==> src/rtl/funnel_pkg.sv <==
package funnel_pkg;

  typedef enum logic [1:0] {
    OP_SHL  = 2'b00,
    OP_SHR  = 2'b01,
    OP_ROR  = 2'b10,
    OP_RSVD = 2'b11
  } funnelOp_e;

  // Strobes from control to datapath: which half receives the data word.
  typedef struct packed {
    logic upperTakesData;
    logic lowerTakesData;
  } loadStrobe_t;

endpackage

==> src/rtl/funnel_ctrl.sv <==
module funnel_ctrl
  import funnel_pkg::*;
#(
  parameter int N = 8,
  localparam int AW = (N > 1) ? $clog2(N) : 1
) (
  input  logic [AW-1:0] shiftAmt,
  input  logic [1:0]    opCode,
  output loadStrobe_t   loadStb,
  output logic [AW-1:0] winIdx
);

  funnelOp_e opSel;
  logic      amtIsZero;

  assign opSel     = funnelOp_e'(opCode);
  assign amtIsZero = (shiftAmt == '0);

  always_comb begin
    loadStb = '0;
    winIdx  = '0;
    unique case (opSel)
      OP_SHR: begin
        // Data in the half seen at position 0; zeros fill from the other half.
        loadStb.upperTakesData = 1'b1;
        winIdx                 = shiftAmt;
      end
      OP_ROR: begin
        loadStb.upperTakesData = 1'b1;
        loadStb.lowerTakesData = 1'b1;
        winIdx                 = shiftAmt;
      end
      OP_SHL: begin
        // A left shift by k is the window at N-k over {data, zeros}.
        // For k = 0 that position wraps to 0, which shows the upper half.
        loadStb.lowerTakesData = 1'b1;
        loadStb.upperTakesData = amtIsZero;
        winIdx                 = AW'((N - int'(shiftAmt)) % N);
      end
      default: begin
        loadStb = '0;
        winIdx  = '0;
      end
    endcase
  end

  always_comb begin
    if (opSel == OP_RSVD) begin
      AST_RSVD_NO_LOAD: assert (loadStb == '0) else $error("reserved op loaded data");
    end
    if (opSel == OP_SHR && !amtIsZero) begin
      AST_SHR_LOWER_ZERO: assert (!loadStb.lowerTakesData) else $error("right shift loaded fill half");
    end
  end

endmodule

==> src/rtl/funnel_sel_decode.sv <==
module funnel_sel_decode #(
  parameter int N = 8,
  localparam int AW = (N > 1) ? $clog2(N) : 1
) (
  input  logic [AW-1:0] winIdx,
  output logic [N-1:0]  winSel
);

  for (genvar j = 0; j < N; j++) begin : g_dec
    assign winSel[j] = (winIdx == AW'(j));
  end

  always_comb begin
    AST_DEC_ONE_HOT: assert ($onehot(winSel)) else $error("decoded select not one-hot");
  end

endmodule

==> src/rtl/funnel_window.sv <==
module funnel_window #(
  parameter int N = 8
) (
  input  logic [N-1:0] upperWord,
  input  logic [N-1:0] lowerWord,
  input  logic [N-1:0] winSel,
  output logic [N-1:0] winOut,
  output logic         winErr
);

  localparam int FW = 2 * N;

  logic [FW-1:0] fieldW;
  logic [N-1:0]  termW [N];
  logic [N-1:0]  orAcc;
  logic          anyHit;
  logic          multiHit;

  assign fieldW = {lowerWord, upperWord};

  // One column per window position: gate that slice of the field onto the output bus.
  for (genvar j = 0; j < N; j++) begin : g_col
    assign termW[j] = winSel[j] ? fieldW[j +: N] : '0;
  end

  always_comb begin
    orAcc    = '0;
    anyHit   = 1'b0;
    multiHit = 1'b0;
    for (int j = 0; j < N; j++) begin
      orAcc    = orAcc | termW[j];
      multiHit = multiHit | (anyHit & winSel[j]);
      anyHit   = anyHit | winSel[j];
    end
  end

  assign winErr = !anyHit || multiHit;
  assign winOut = winErr ? '0 : orAcc;

  always_comb begin
    AST_ERR_MATCHES_SEL: assert (winErr == !$onehot(winSel)) else $error("error flag disagrees with select");
    if (winErr) begin
      AST_ERR_BLANKS_OUT: assert (winOut == '0) else $error("output not blank on bad select");
    end
    if (winSel == N'(1)) begin
      AST_POS0_UPPER: assert (winOut == upperWord) else $error("position 0 must pass upper half");
    end
  end

endmodule

==> src/rtl/funnel_shifter.sv <==
module funnel_shifter
  import funnel_pkg::*;
#(
  parameter int N = 8,
  localparam int AW = (N > 1) ? $clog2(N) : 1
) (
  input  logic [N-1:0]  upperIn,
  input  logic [N-1:0]  lowerIn,
  input  logic [N-1:0]  winSel,
  output logic [N-1:0]  winOut,
  output logic          winErr,
  input  logic [N-1:0]  dataIn,
  input  logic [AW-1:0] shiftAmt,
  input  logic [1:0]    opCode,
  output logic [N-1:0]  dataOut
);

  // Raw path: the window core on its own.
  funnel_window #(.N(N)) u_rawWin (
    .upperWord (upperIn),
    .lowerWord (lowerIn),
    .winSel    (winSel),
    .winOut    (winOut),
    .winErr    (winErr)
  );

  // Command path: control, decode and a second core.
  loadStrobe_t   loadStb;
  logic [AW-1:0] cmdIdx;
  logic [N-1:0]  cmdSel;
  logic [N-1:0]  cmdUpper;
  logic [N-1:0]  cmdLower;
  logic          cmdErr;

  funnel_ctrl #(.N(N)) u_ctrl (
    .shiftAmt (shiftAmt),
    .opCode   (opCode),
    .loadStb  (loadStb),
    .winIdx   (cmdIdx)
  );

  funnel_sel_decode #(.N(N)) u_dec (
    .winIdx (cmdIdx),
    .winSel (cmdSel)
  );

  assign cmdUpper = loadStb.upperTakesData ? dataIn : '0;
  assign cmdLower = loadStb.lowerTakesData ? dataIn : '0;

  funnel_window #(.N(N)) u_cmdWin (
    .upperWord (cmdUpper),
    .lowerWord (cmdLower),
    .winSel    (cmdSel),
    .winOut    (dataOut),
    .winErr    (cmdErr)
  );

  always_comb begin
    AST_CMD_SEL_OK: assert (!cmdErr) else $error("command path produced bad select");
    if (shiftAmt == '0 && opCode != 2'b11) begin
      AST_ZERO_AMT_PASS: assert (dataOut == dataIn) else $error("zero amount altered data");
    end
    if (opCode == 2'b10) begin
      AST_ROT_WEIGHT: assert ($countones(dataOut) == $countones(dataIn)) else $error("rotate changed bit count");
    end
    if (opCode == 2'b01 && shiftAmt != '0) begin
      AST_SHR_TOP_ZERO: assert (dataOut[N-1] == 1'b0) else $error("right shift top bit not zero");
    end
    if (opCode == 2'b00 && shiftAmt != '0) begin
      AST_SHL_LOW_ZERO: assert (dataOut[0] == 1'b0) else $error("left shift low bit not zero");
    end
    if (opCode == 2'b11) begin
      AST_RSVD_ZERO: assert (dataOut == '0) else $error("reserved op gave nonzero");
    end
  end

endmodule

==> config.mk <==
export PLATFORM = sky130hd
export DESIGN_NAME = funnel_shifter
export DESIGN_NICKNAME = d
export VERILOG_FILES = /design/src/rtl/funnel_pkg.sv /design/src/rtl/funnel_ctrl.sv /design/src/rtl/funnel_sel_decode.sv /design/src/rtl/funnel_window.sv /design/src/rtl/funnel_shifter.sv
export SDC_FILE = /design/constraint.sdc
export NUM_CORES = 1
export LEC_CHECK = 0
export BUFFER_PORTS_ARGS = -buffer_cell sky130_fd_sc_hd__buf_2
export CAP_MARGIN = 10
export CORE_ASPECT_RATIO = 2
export CORE_MARGIN = 4
export CORE_UTILIZATION = 45
export DETAILED_ROUTE_END_ITERATION = 10
export PLACE_DENSITY_LB_ADDON = 0.3
export SETUP_SLACK_MARGIN = 0.5
export SLEW_MARGIN = 40
export SYNTH_ARGS = -nofsm -noshare
export SYNTH_HDL_FRONTEND = slang
export SYNTH_SLANG_ARGS = --single-unit
==> constraint.sdc <==
create_clock -name vclk -period 4
set_input_delay 1 -clock vclk [all_inputs]
set_output_delay 1 -clock vclk [all_outputs]
set_load 0.005 [all_outputs]
# == Word-level counts from Yosys, hierarchy flattened ==
# Index checks and enable logic that the tools add are counted.
# totals
regBits,0
inputBits,37
out_inout_bits,17
word_cells,96
# op_classes
addsub,1
eq_ne,9
muxes,23
n_bitwise,54
reduce_logical,9
# op_table
operator,n
two-way mux 8 bit,19
OR 8 bit,14
OR 1 bit,26
bitwise AND 1 bit,14
"equality test 3 bit, second input constant",4
two-way mux 7 bit,1
"equality test 3 x 2 -> 1 bit, second input constant",2
logical NOT 3 bit,2
one-hot mux 3 bit (2 select lines),1
OR reduction 2 bit,2
"equality test 3 x 1 -> 1 bit, second input constant",1
"subtractor 1 x 3 -> 3 bit, first input constant",1
"equality test 2 x 1 -> 1 bit, second input constant",1
"equality test 2 bit, second input constant",1
logical NOT 1 bit,2
logical NOT 2 bit,1
logical OR 1 bit,2
one-hot mux 1 bit (2 select lines),1
two-way mux 1 bit,1

# == Longest topological paths before layout ==
# logic_depth
ltp_word,14
depth_mapped,9
depth_no_buf,8

# == Modules after synthesis ==
# A second synthesis with hierarchy kept.
# hier_totals
cells_unflattened,200
area_unflattened_um2,1333.8
# modules_own_cells
mod,n_inst,cells_each,area_each_um2,seq_area_each_um2
funnel_window,2,78,511.7,0.0
funnel_ctrl,1,20,145.1,0.0
funnel_shifter,1,16,100.1,0.0
funnel_sel_decode,1,8,65.1,0.0

# == Worst setup path before layout ==
# Ideal clock, no wire load.
# synth_path
path_type,input-to-output
start,input port shiftAmt[0]
end,output port dataOut[3]
arrival_time_ps,2532
t_required_ps,3000
path_slack_ps,468
stages,8
path_buffers,0
cell_sequence,inv_1 > ha_1 > ha_1 > a22oi_1 > nor4_4 > nand2_1 > o21ai_0 > a221o_1
# synth_via
elab_chain_cells,13
elab_cells_between_ends,51
cone_classes,1 x add/sub; 7 x eq/ne; 12 x mux; 27 x bitwise; 4 x reduce/logical
# synth_lines
element,line_no,source
start: declaration,funnel_shifter.sv:13,"input logic [AW-1:0] shiftAmt,"
subtractor 1 x 3 -> 3 bit,funnel_ctrl.sv:38,winIdx = AW'((N - int'(shiftAmt)) % N);
one-hot mux 3 bit (2 select lines),funnel_ctrl.sv:22,unique case (opSel)
equality test 3 x 1 -> 1 bit / logical NOT 3 bit (equally long branches),funnel_sel_decode.sv:10,assign winSel[j] = (winIdx == AW'(j));
OR 1 bit,funnel_window.sv:33,anyHit = anyHit | winSel[j];
bitwise AND 1 bit / OR 1 bit (equally long branches),"funnel_window.sv:32, funnel_window.sv:33",
"OR 1 bit, or another cell as far along (5 in series)",funnel_window.sv:32,multiHit = multiHit | (anyHit & winSel[j]);
OR 1 bit / logical NOT 1 bit (equally long branches),"funnel_window.sv:32, funnel_window.sv:37",
logical OR 1 bit,funnel_window.sv:37,assign winErr = !anyHit || multiHit;
two-way mux 8 bit *,funnel_window.sv:38,assign winOut = winErr ? '0 : orAcc;
end: declaration,funnel_shifter.sv:15,output logic [N-1:0] dataOut
# Every way passes the cells marked *; elsewhere a longest branch is shown, timed or not.

# == Worst setup path in the final report ==
# layout_path
start,input port opCode[0]
end,output port dataOut[2]
# layout_via
elab_chain_cells,14
elab_cells_between_ends,56
cone_classes,9 x eq/ne; 14 x mux; 27 x bitwise; 6 x reduce/logical
# layout_lines
element,line_no,source
start: declaration,funnel_shifter.sv:14,"input logic [1:0] opCode,"
equality test 2 bit / equality test 2 x 1 -> 1 bit (equally long branches),-,
OR reduction 2 bit (no line),-,
one-hot mux 3 bit (2 select lines),funnel_ctrl.sv:22,
equality test 3 x 1 -> 1 bit / logical NOT 3 bit (equally long branches),funnel_sel_decode.sv:10,
OR 1 bit,funnel_window.sv:33,
bitwise AND 1 bit / OR 1 bit (equally long branches),"funnel_window.sv:32, funnel_window.sv:33",
"OR 1 bit, or another cell as far along (5 in series)",funnel_window.sv:32,
OR 1 bit / logical NOT 1 bit (equally long branches),"funnel_window.sv:32, funnel_window.sv:37",
logical OR 1 bit,funnel_window.sv:37,
two-way mux 8 bit *,funnel_window.sv:38,
# Marked as above.

==> flow_metrics.tcl <==
set metrics [dict create \
    core_area_sq_mm 0.002804 \
    track_usage_pct 28.80 \
    min_path_type "primary input to primary output" \
    synth-xor-area-share_pct 0 \
    min_period_ps 3596 \
    yosysTopAreaCell "a22oi_1" \
    hold_viol 0 \
    worstSetupStartpointType "primary input" \
    max_stage_delay_ps 300 \
    fin_util_pct 71.75 \
    die_y_um 84.99 \
    synth_seq_area_share_pct 0 \
    die_w_um 46.50 \
    drc 0 \
    cp.depth 10 \
    cap_violations 0 \
    leakagePower_nw 0.9219 \
    antenna_found_initial 0 \
    synth.avg_cell_area_sq_um 7.210 \
    seq_cells 0 \
    worst_pin_slew_ps 393.4 \
    yosysUniqueCellTypes 50 \
    synth_area_leaders "a22oi_1, a221oi_1, a22o_1" \
    wirelength_um 5737 \
    relSlewSlack_pct 73.67 \
    synth_compound_area_share_pct 45.68 \
    synthMuxAreaShare_pct 11.91 \
    p_total_uw 281.3 \
    p_per_area_mw_per_mm2 139.8 \
    clock_buffers 0 \
    netlist_instances 185 \
    place_inst 267 \
    num_io_pins 54 \
    swShare_pct 51.50 \
    grt_pass1_wl_um 8949 \
    fin_crit_sh_pct 89.90 \
    place_congestion 0.9307 \
    fin_nets 296 \
    synth_fa_ha_area_share_pct 5.441 \
    first_iter_violations 150 \
    p_switching_uw 144.9 \
    synthSimpleGateAreaFrac_pct 29.92 \
    hpwl_um 3925 \
    seq_area_sq_um 0 \
    vdd.ir_drop.worst_uv 64.85 \
    p_seq_share_pct 0 \
    setup_viol 0 \
    fmax_mhz 278.1 \
    grt_setup_unrepaired "yes" \
    worstSetupEndpoint "dataOut[2]" \
    synth_area_sq_mm 0.001334 \
    grt_pass1_vias 2046 \
    diodes 0 \
    tns_ps 0 \
    slew_violations 0 \
    status "complete, no violations" \
    cts_hold_buf 0 \
    synth_fp_nets 227 \
    overflow 0 \
    critPathBufInv 4 \
    path_cells "buf_8 > inv_6 > ha_4 > buf_6 > and4bb_2 > a211oi_4 > nor3_4 > a32oi_1 > o211ai_1 > buf_2" \
    drive_gt1_share_pct 48.02 \
    crit_path_start "opCode[0]" \
    critical_path_class "primary input to primary output" \
    synth_warnings 0 \
    vias 1985 \
    fillers 235 \
    firstDrtPassIters 5 \
    clkPwrFrac_pct 0 \
    critPathSlowestCell "a211oi_4" \
    wl_per_cell_um 20.42 \
    ant_nets 0 \
    power_frac_comb_pct 100.0 \
    io_buffers 53 \
    fin_cells 281 \
    synth_top_area_share_pct 9.568 \
    endpoint_kind "primary output" \
    critPathTopFamily "compound AO/OA/AOI/OAI gates" \
    synth_top_family_by_area "compound AO/OA/AOI/OAI gates" \
    critPathMaxFanout 7 \
    grt_max_degree 14 \
    area.growth.synth_to_final_pct 50.84 \
    vias_per_cell 7.064 \
    required_ps 3000 \
    critPathArrivalTime_ps 2600 \
    internal_power_uw 136.4 \
    dieArea_sq_mm 0.003952 \
    std_cell_rows 27 \
    start_util_pct 47.57 \
]
[metal layers]
metal | vias up | share of wire [%] | track usage [%]
li1 | 897 | - | -
met1 | 895 | 31 | 27.27
met2 | 159 | 57 | 52.39
met3 | 34 | 8.0 | 4.459
met4 | 0 | 4.2 | 17.88
met5 | - | 0 | 0
[synthesized netlist by cell type, drive strengths merged, types with 3 or more instances]
master,number
mux2i,8
nand4b,5
o21ai,9
a21oi,6
a22oi,18
a31oi,11
nor2,13
mux2,7
nand4,3
clkbuf,6
a221oi,10
nor2b,3
a22o,10
nand2,15
buf,8
ha,5
nand3,6
inv,6
and3,7
[metrics by stage]
stage | worst slack [ps] | area (sq um) | hold WS, ps
final | 403.9 | 2012 | 2389
after CTS | 381.7 | 1956 | 2389
after global routing | 290.5 | 2012 | 2441
after detailed placement | 86.48 | 1682 | 2385
after global placement | 93.36 | 1682 | 2361
after floorplan | 542.2 | 1346 | 2122
[area by class of cell]
cell class	instances	area [sq um]	share of cell area [%]
repair buffers	81	556.8	27.67
inverters	6	32.53	1.617
multi-input cells	165	1386	68.91
well taps	29	36.28	1.803
[placed cells by master (no fill, tap or decap), types with 3 or more instances in the layout]
cell and n:
nand4b_1 5, mux2_2 5, mux2i_1 7, nand3_1 5
buf_6 9, nand2_1 15, a22oi_1 16, nand4_1 3
and3_1 7, buf_8 3, a31oi_1 11, a221oi_1 8
a22o_1 8, o21ai_1 3, o21ai_0 4, ha_4 3
buf_2 48, nor2_1 11, buf_4 19, a21oi_1 5
[power groups by stage]
| stage | logic [mW] | registers [mW] | clock network [mW] |
|---|---|---|---|
| after floorplan | 0.136 | 0 | 0 |
| after global placement | 0.215 | 0 | 0 |
| after detailed placement | 0.217 | 0 | 0 |
| after CTS | 0.263 | 0 | 0 |
| after global routing | 0.301 | 0 | 0 |
| final | 0.281 | 0 | 0 |
[worst min-delay path by stage]
stage               slack (ps)         end  startpoint  cells past startpoint
floorplan                 2120  dataOut[0]   dataIn[1]                      2
global placement          2360   winOut[7]  lowerIn[6]                      4
detailed placement        2380   winOut[7]  lowerIn[6]                      4
CTS                       2390   winOut[7]  lowerIn[6]                      4
global route              2440   winOut[5]  lowerIn[4]                      4
finish                    2390   winOut[6]  lowerIn[5]                      4
[kinds of logic (layout without fill, tap and decap cells)]
group	count (synthesis)	after routing
AOI/OAI and AO/OA	80	80
and+or+nand+nor	64	64
buffers and inverters	20	87
muxes	15	15
adders and majority gates	6	6
[tightest hold or removal path, delay by kind of cell]
kind / cells / cell delay [ps]
buf+inv: 2 / 210
compound gates: 2 / 180
[repair_timing]
item / CTS / global route
gates resized for setup: 39 / 13
setup endpoints to repair: 8 / 8
buffers inserted: 12 / 2
pin swaps: 14 / 12
cloned: 0 / 0
Power figures use the tool's default switching activity.
